File: src/rtl/sparse_add_pkg.sv
package sparse_add_pkg;

   // Group generate / propagate pair for one span of bits
   typedef struct packed {
      logic g;
      logic p;
   } span_gp_t;

   // Merge an upper span with the span directly below it
   function automatic span_gp_t span_join(input span_gp_t hi, input span_gp_t lo);
      span_gp_t r;
      r.g = hi.g | (hi.p & lo.g);
      r.p = hi.p & lo.p;
      return r;
   endfunction

endpackage

File: src/rtl/spa_bitgen.sv
module spa_bitgen #(
   parameter int WIDTH = 16
) (
   input  logic [WIDTH-1:0] opa,
   input  logic [WIDTH-1:0] opb,
   output logic [WIDTH-1:0] gen,
   output logic [WIDTH-1:0] prop
);

   generate
      if (WIDTH < 1) begin : g_bad_width
         $error("spa_bitgen: WIDTH must be positive");
      end
   endgenerate

   genvar i;
   generate
      for (i = 0; i < WIDTH; i++) begin : g_bit
         assign gen[i]  = opa[i] & opb[i];
         assign prop[i] = opa[i] ^ opb[i];
      end
   endgenerate

endmodule

File: src/rtl/spa_prefix_tree.sv
module spa_prefix_tree
   import sparse_add_pkg::*;
#(
   parameter int WIDTH = 16
) (
   input  logic [WIDTH-1:0]   gen,
   input  logic [WIDTH-1:0]   prop,
   input  logic               carry_in,
   output logic [WIDTH/2-1:0] odd_carry
);

   localparam int NPAIR  = WIDTH / 2;
   localparam int LEVELS = (NPAIR > 1) ? $clog2(NPAIR) : 1;

   generate
      if ((WIDTH % 2) != 0 || WIDTH < 4) begin : g_bad_width
         $error("spa_prefix_tree: WIDTH must be even and at least 4");
      end
   endgenerate

   logic [NPAIR-1:0] pair_g;
   logic [NPAIR-1:0] pair_p;

   genvar m, l;
   generate
      for (m = 0; m < NPAIR; m++) begin : g_pair
         span_gp_t hi_s, lo_s, joined;
         assign hi_s   = '{g: gen[2*m+1], p: prop[2*m+1]};
         assign lo_s   = '{g: gen[2*m],   p: prop[2*m]};
         assign joined = span_join(hi_s, lo_s);
         if (m == 0) begin : g_fold_cin
            // carry-in acts as generate of position -1; span then starts at -1
            span_gp_t cin_s, folded;
            assign cin_s    = '{g: carry_in, p: 1'b0};
            assign folded   = span_join(joined, cin_s);
            assign pair_g[m] = folded.g;
            assign pair_p[m] = folded.p;
         end else begin : g_plain
            assign pair_g[m] = joined.g;
            assign pair_p[m] = joined.p;
         end
      end

      for (l = 0; l < LEVELS; l++) begin : g_lvl
         localparam int DIST = 1 << l;
         logic [NPAIR-1:0] g_in, p_in, g_out, p_out;
         if (l == 0) begin : g_src_pair
            assign g_in = pair_g;
            assign p_in = pair_p;
         end else begin : g_src_prev
            assign g_in = g_lvl[l-1].g_out;
            assign p_in = g_lvl[l-1].p_out;
         end
         for (m = 0; m < NPAIR; m++) begin : g_node
            if (m >= DIST) begin : g_join
               span_gp_t a_s, b_s, r_s;
               assign a_s = '{g: g_in[m],      p: p_in[m]};
               assign b_s = '{g: g_in[m-DIST], p: p_in[m-DIST]};
               assign r_s = span_join(a_s, b_s);
               assign g_out[m] = r_s.g;
               assign p_out[m] = r_s.p;
            end else begin : g_pass
               assign g_out[m] = g_in[m];
               assign p_out[m] = p_in[m];
            end
         end
      end
   endgenerate

   assign odd_carry = g_lvl[LEVELS-1].g_out;

   // Checks against the raw bit terms, independent of the tree structure
   always_comb begin
      for (int k = 0; k < NPAIR; k++) begin
         logic [WIDTH-1:0] span_mask;
         span_mask = {WIDTH{1'b1}} >> (WIDTH - 2*k - 2);

         full_prop_chk: assert (((prop & span_mask) != span_mask) || (odd_carry[k] == carry_in))
            else $error("tree carry %0d does not follow carry_in through a propagating span", k);

         no_gen_chk: assert (((gen & span_mask) != '0) || carry_in || !odd_carry[k])
            else $error("tree carry %0d set without any generate source", k);
      end
   end

endmodule

File: src/rtl/spa_carry_fill.sv
module spa_carry_fill #(
   parameter int WIDTH = 16
) (
   input  logic [WIDTH-1:0]   gen,
   input  logic [WIDTH-1:0]   prop,
   input  logic               carry_in,
   input  logic [WIDTH/2-1:0] odd_carry,
   output logic [WIDTH-1:0]   sum,
   output logic               carry_out
);

   localparam int NPAIR = WIDTH / 2;

   generate
      if ((WIDTH % 2) != 0 || WIDTH < 4) begin : g_bad_width
         $error("spa_carry_fill: WIDTH must be even and at least 4");
      end
   endgenerate

   // cy[i] is the carry out of bit i
   logic [WIDTH-1:0] cy;

   genvar m, i;
   generate
      for (m = 0; m < NPAIR; m++) begin : g_rebuild
         logic below;
         if (m == 0) begin : g_base
            assign below = carry_in;
         end else begin : g_upper
            assign below = odd_carry[m-1];
         end
         assign cy[2*m]   = gen[2*m] | (prop[2*m] & below);
         assign cy[2*m+1] = odd_carry[m];
      end

      for (i = 0; i < WIDTH; i++) begin : g_sum
         if (i == 0) begin : g_lsb
            assign sum[i] = prop[i] ^ carry_in;
         end else begin : g_rest
            assign sum[i] = prop[i] ^ cy[i-1];
         end
      end
   endgenerate

   assign carry_out = cy[WIDTH-1];

   // A non-propagating odd bit fixes the tree carry to that bit's generate
   always_comb begin
      for (int k = 0; k < NPAIR; k++) begin

         odd_local_chk: assert (prop[2*k+1] || (odd_carry[k] == gen[2*k+1]))
            else $error("tree carry %0d disagrees with its own bit", k);
      end
   end

endmodule

File: src/rtl/sparse_prefix_adder.sv
module sparse_prefix_adder #(
   parameter int WIDTH = 16
) (
   input  logic [WIDTH-1:0] opa,
   input  logic [WIDTH-1:0] opb,
   input  logic             carry_in,
   output logic [WIDTH-1:0] sum,
   output logic             carry_out
);

   localparam int NPAIR = WIDTH / 2;
   localparam int TOTW  = WIDTH + 1;

   generate
      if ((WIDTH % 2) != 0 || WIDTH < 4) begin : g_bad_width
         $error("sparse_prefix_adder: WIDTH must be even and at least 4");
      end
   endgenerate

   logic [WIDTH-1:0] gen_w;
   logic [WIDTH-1:0] prop_w;
   logic [NPAIR-1:0] odd_cy_w;

   spa_bitgen #(.WIDTH(WIDTH)) u_bitgen (
      .opa  (opa),
      .opb  (opb),
      .gen  (gen_w),
      .prop (prop_w)
   );

   spa_prefix_tree #(.WIDTH(WIDTH)) u_tree (
      .gen       (gen_w),
      .prop      (prop_w),
      .carry_in  (carry_in),
      .odd_carry (odd_cy_w)
   );

   spa_carry_fill #(.WIDTH(WIDTH)) u_fill (
      .gen       (gen_w),
      .prop      (prop_w),
      .carry_in  (carry_in),
      .odd_carry (odd_cy_w),
      .sum       (sum),
      .carry_out (carry_out)
   );

   always_comb begin

      total_sum_chk: assert ({carry_out, sum} ==
                             (TOTW'(opa) + TOTW'(opb) + TOTW'(carry_in)))
         else $error("adder total differs from arithmetic sum");
   end

endmodule

File: config.mk
export PLATFORM = sky130hd
export DESIGN_NAME = sparse_prefix_adder
export DESIGN_NICKNAME = d
export VERILOG_FILES = /design/src/rtl/sparse_add_pkg.sv /design/src/rtl/spa_bitgen.sv /design/src/rtl/spa_prefix_tree.sv /design/src/rtl/spa_carry_fill.sv /design/src/rtl/sparse_prefix_adder.sv
export SDC_FILE = /design/constraint.sdc
export NUM_CORES = 1
export LEC_CHECK = 0
export BUFFER_PORTS_ARGS = -buffer_cell sky130_fd_sc_hd__buf_2
export CAP_MARGIN = 20
export CORE_MARGIN = 2
export CORE_UTILIZATION = 40
export DETAILED_ROUTE_END_ITERATION = 7
export PLACE_DENSITY = 0.81
export SYNTH_ARGS = -nofsm -noshare
export SYNTH_HDL_FRONTEND = slang
export SYNTH_SLANG_ARGS = --single-unit
File: constraint.sdc
create_clock -name vclk -period 2.8
set_input_delay 0.42 -clock vclk [all_inputs]
set_output_delay 0.42 -clock vclk [all_outputs]
set_load 0.005 [all_outputs]
# Word level (Yosys, flattened, before mapping)
# Index checks and enable logic that the tools add are counted.
[totals]
ff_bits = 0
in_bits = 33
wordCells = 134
[classes]
bitwise_logic = 134
[op_table]
columns = ["cell", "n"]
rows = [
  ["$and A1 B1 Y1", 68],
  ["$or A1 B1 Y1", 34],
  ["$xor A1 B1 Y1", 32],
]

# Logic depth before layout (Yosys ltp)
[depth]
depth_word = 11
depth_mapped = 8
depth_no_buf = 8

# Modules after synthesis
# From an unflattened synthesis, not the netlist that was laid out.
[hier_totals]
hier_cells = 78
hier_area_um2 = 645.6
[by_module_without_submodules]
columns = ["module", "n_inst", "cells_each", "area_each_um2"]
rows = [
  ["spa_carry_fill", 1, 25, 227.7],
  ["spa_prefix_tree", 1, 37, 217.7],
  ["spa_bitgen", 1, 16, 200.2],
]

# Worst setup path before layout
# No wires, ideal clock.
[synth_path]
path_type = "input-to-output"
from = "input port opa[9]"
to = "output port sum[15]"
t_arrival_ns = 2.279
setup_slack_ns = 0.101
path_stages = 8
path_cell_list = "ha_1 > a21oi_4 > o21ai_2 > a2111oi_4 > nor2_1 > a311o_1 > fa_1 > xor2_1"
[synth_via]
elab_chain_cells = 10
elab_cells_between_ends = 16
classes_between = "bitwise (16)"
[synth_rtl]
columns = ["element", "line", "text"]
rows = [
  ["start, declared", "sparse_prefix_adder.sv:4", "input logic [WIDTH-1:0] opa,"],
  ["$xor A1 B1 Y1", "spa_bitgen.sv:20", "assign prop[i] = opa[i] ^ opb[i];"],
  ["$and A1 B1 Y1 (on tied branches)", "sparse_add_pkg.sv:12, sparse_add_pkg.sv:13", ""],
  ["$or A1 B1 Y1 / $and A1 B1 Y1 (equally long branches)", "sparse_add_pkg.sv:12", "r.g = hi.g | (hi.p & lo.g);"],
  ["$or A1 B1 Y1", "sparse_add_pkg.sv:12", ""],
  ["$and A1 B1 Y1", "sparse_add_pkg.sv:12", ""],
  ["$or A1 B1 Y1", "sparse_add_pkg.sv:12", ""],
  ["$or A1 B1 Y1 *", "sparse_add_pkg.sv:12", ""],
  ["$and A1 B1 Y1 *", "spa_carry_fill.sv:32", "assign cy[2*m] = gen[2*m] | (prop[2*m] & below);"],
  ["$or A1 B1 Y1 *", "spa_carry_fill.sv:32", ""],
  ["$xor A1 B1 Y1 *", "spa_carry_fill.sv:40", "assign sum[i] = prop[i] ^ cy[i-1];"],
  ["end, declared", "sparse_prefix_adder.sv:7", "output logic [WIDTH-1:0] sum,"],
]
# Every way passes the cells marked *; elsewhere a longest branch is shown, timed or not.

# Final worst setup path
[layout_path]
from = "input port opa[8]"
to = "output port sum[15]"
[layout_via]
elab_chain_cells = 10
elab_cells_between_ends = 16
classes_between = "bitwise (16)"
[layout_rtl]
columns = ["element", "line"]
rows = [
  ["$and A1 B1 Y1 / $xor A1 B1 Y1 (equally long branches)", "spa_bitgen.sv:19, spa_bitgen.sv:20"],
  ["$and A1 B1 Y1 (on tied branches)", "sparse_add_pkg.sv:12, sparse_add_pkg.sv:13"],
  ["$or A1 B1 Y1 / $and A1 B1 Y1 (equally long branches)", "sparse_add_pkg.sv:12"],
  ["$or A1 B1 Y1", "sparse_add_pkg.sv:12"],
  ["$and A1 B1 Y1", "sparse_add_pkg.sv:12"],
  ["$or A1 B1 Y1", "sparse_add_pkg.sv:12"],
  ["$or A1 B1 Y1 *", "sparse_add_pkg.sv:12"],
  ["$and A1 B1 Y1 *", "spa_carry_fill.sv:32"],
  ["$or A1 B1 Y1 *", "spa_carry_fill.sv:32"],
  ["$xor A1 B1 Y1 *", "spa_carry_fill.sv:40"],
]
# Marks and branches as above.

==> run metrics <==
slowest stage delay, CP 0.36 ns; Final ANT Viol Nets 0; Mean Syn Cell Area 8.867 um2; nets 206; final wirelength 2116 um; Antenna Cells 0; crit end category output port; cell repeated most along the worst path buf_2; initial drt markers 5; CP startpoint kind input port; Crit-path slowest cell fa_2; Seq/Total Area, Yosys 0%; register area 0 um2; worst hold start opb[10]; Final Max Tran Viols 0; Layout area overhead 82.93%; worst-margin pin slew 0.2352 ns; I/O pin count 50; final core utilization 76.92%; HP Class input port to output port; PwrDens 230.2 nW/um2; Post-Synthesis Cells 81; DR WL/cell 12.30 um; vias in the first global route 713; synthesized area 718.2 um2; CP Class input port to output port; largest fanout on the critical path 2; Critical path buffers and inverters 2; initial antenna violation count 0; count of final setup violators 0; hpwl dp 1631 um; layout cell share with drive strength beyond 1 62.59%; initial core utilization 42.05%; Peak supply drop 129.9 uV; gpl congestion 0.6704; # fillers 110; Max Cap Viol 0; All-Layer GR Usage 17.38%; multi-input logic area 830.8 um2; fin crit period 2.749 ns; GRT overflow 0; crit path cell chain buf_2 -> ha_2 -> nand2_2 -> o21ai_2 -> a2111oi_4 -> nor2_1 -> a311o_1 -> fa_2 -> xor2_1 -> buf_2; IO buf count 50; critical path data arrival time 2.33 ns; via count 831; Syn Nets 138; FMAX 363.8 MHz; residual DRC count 0; Synth cell types 23; # rows 15; largest net degree at the start of global routing 6; Worst Path Required 2.38 ns; core area 1708 um2; status complete, no violations; Hold-fix buffers, CTS 0; overall power 302.4 uW; Leak 0.6537 nW; die area 2151 um2; CLK BUF 0; Worst Hold Endpoint sum[10]; delay-heaviest family, CP compound AO/OA/AOI/OAI gates; first-pass GRT wire length 2760 um; Die Ht 46.38 um; synth warn 0; Die X 46.38 um; WHS Path Cells 3; Slew headroom 84.29%; fin crit share 98.17%; first-pass iteration count of the detailed router 3; num sequential 0; vias per std cell 4.831; Final Hold Viols 0; crit path from opa[8]
cells in the final DEF (no fill, tap or decap), types with 3 or more instances in the layout:
cell and instances:
xor2_1 5, ha_1 8, nor2_1 4, nand2_1 5, buf_4 15, inv_1 12, o21ai_2 3, a21oi_4 3
buf_2 46, buf_6 3, fa_1 4, ha_4 6, xnor2_1 3, fa_2 4
what timing repair did:
| action | CTS | global route |
|---|---|---|
| pin swaps | 10 | 14 |
| gates resized for setup | 11 | 27 |
| setup endpoints to repair | 6 | 8 |
| buffers inserted | 2 | 4 |
Yosys cell counts:
cell       count  share of area, %
o21a_1         2               2.1
a211oi_1       1               1.0
o21ai_2        1               1.2
o21ai_0        5               3.5
xor2_1         5               6.1
inv_1         12               6.3
a21oi_2        1               1.2
nor2b_1        1              0.87
nor2_1         4               2.1
ha_1          16                28
a31oi_1        1              0.87
a21o_1         2               2.1
nand3_1        1              0.70
fa_1           8                22
xnor2_1        3               3.7
o31a_1         2               2.4
nand2_1        7               3.7
a311o_1        1               1.4
a21oi_4        1               2.3
a2111oi_4      1               3.8
a21oi_1        4               2.8
or3_1          1              0.87
nand4_1        1              0.87
metal layers:
| layer | global-route usage, % | up-vias | wire, um |
|---|---|---|---|
| li1 | - | 416 | - |
| met1 | 19.58 | 393 | 801 |
| met2 | 36.11 | 22 | 1249 |
| met3 | 0 | 0 | 65 |
| met4 | 2.286 | 0 | 0 |
| met5 | 0 | - | 0 |
metrics by stage:
stage / hold WS, ns / area [um2] / instances / worst slack, ns / TNS [ns]
2_1_floorplan: 0.9919 / 718.2 / 81 / 0.1005 / 0
6_report: 1.223 / 1314 / 172 / 0.05116 / 0
3_5_place_dp: 1.189 / 1075 / 166 / -0.2405 / -0.6065
3_3_place_gp: 1.187 / 1075 / 166 / -0.1119 / -0.2501
5_1_grt: 1.250 / 1314 / 172 / -0.02288 / -0.08428
4_1_cts: 1.194 / 1144 / 168 / 0.004420 / 0
worst max-delay path by stage:
stage | depth (start not counted) | slack (ns) | end
after floorplan | 8 | 0.10 | sum[15]
final | 10 | 0.05 | sum[15]
after global routing | 10 | -0.02 | sum[10]
after detailed placement | 10 | -0.24 | sum[15]
after global placement | 10 | -0.11 | sum[15]
after CTS | 10 | 0.004 | sum[15]
where the power goes:
group	switching [mW]	total, mW	internal (mW)	leakage, nW
logic	0.137	0.302	0.166	0.654
clock network	0	0	0	0
registers	0	0	0	0
total	0.137	0.302	0.166	0.654
area by class of cell:
class                           instances  share of cell area, %
Inverter                               12                  3.429
Timing Repair Buffer                   66                  30.95
Multi-Input combinational cell         69                  63.24
Tap cell                               25                  2.381
tightest hold or removal path: stages:
cell and delay [ns]:
buf_2 0.10, fa_2 0.18, buf_2 0.10
logic make-up (layout without fill, tap and decap cells):
logic type,count (synthesis),after routing,share of synthesized area [%]
XOR/XNOR,8,8,9.756
adder cells (fa/ha/maj),24,24,50.17
buffers and inverters,12,78,6.271
AND/OR/NAND/NOR,15,15,9.060
AO/OA/AOI/OAI,22,22,24.74
(Power assumes the default switching activity.)
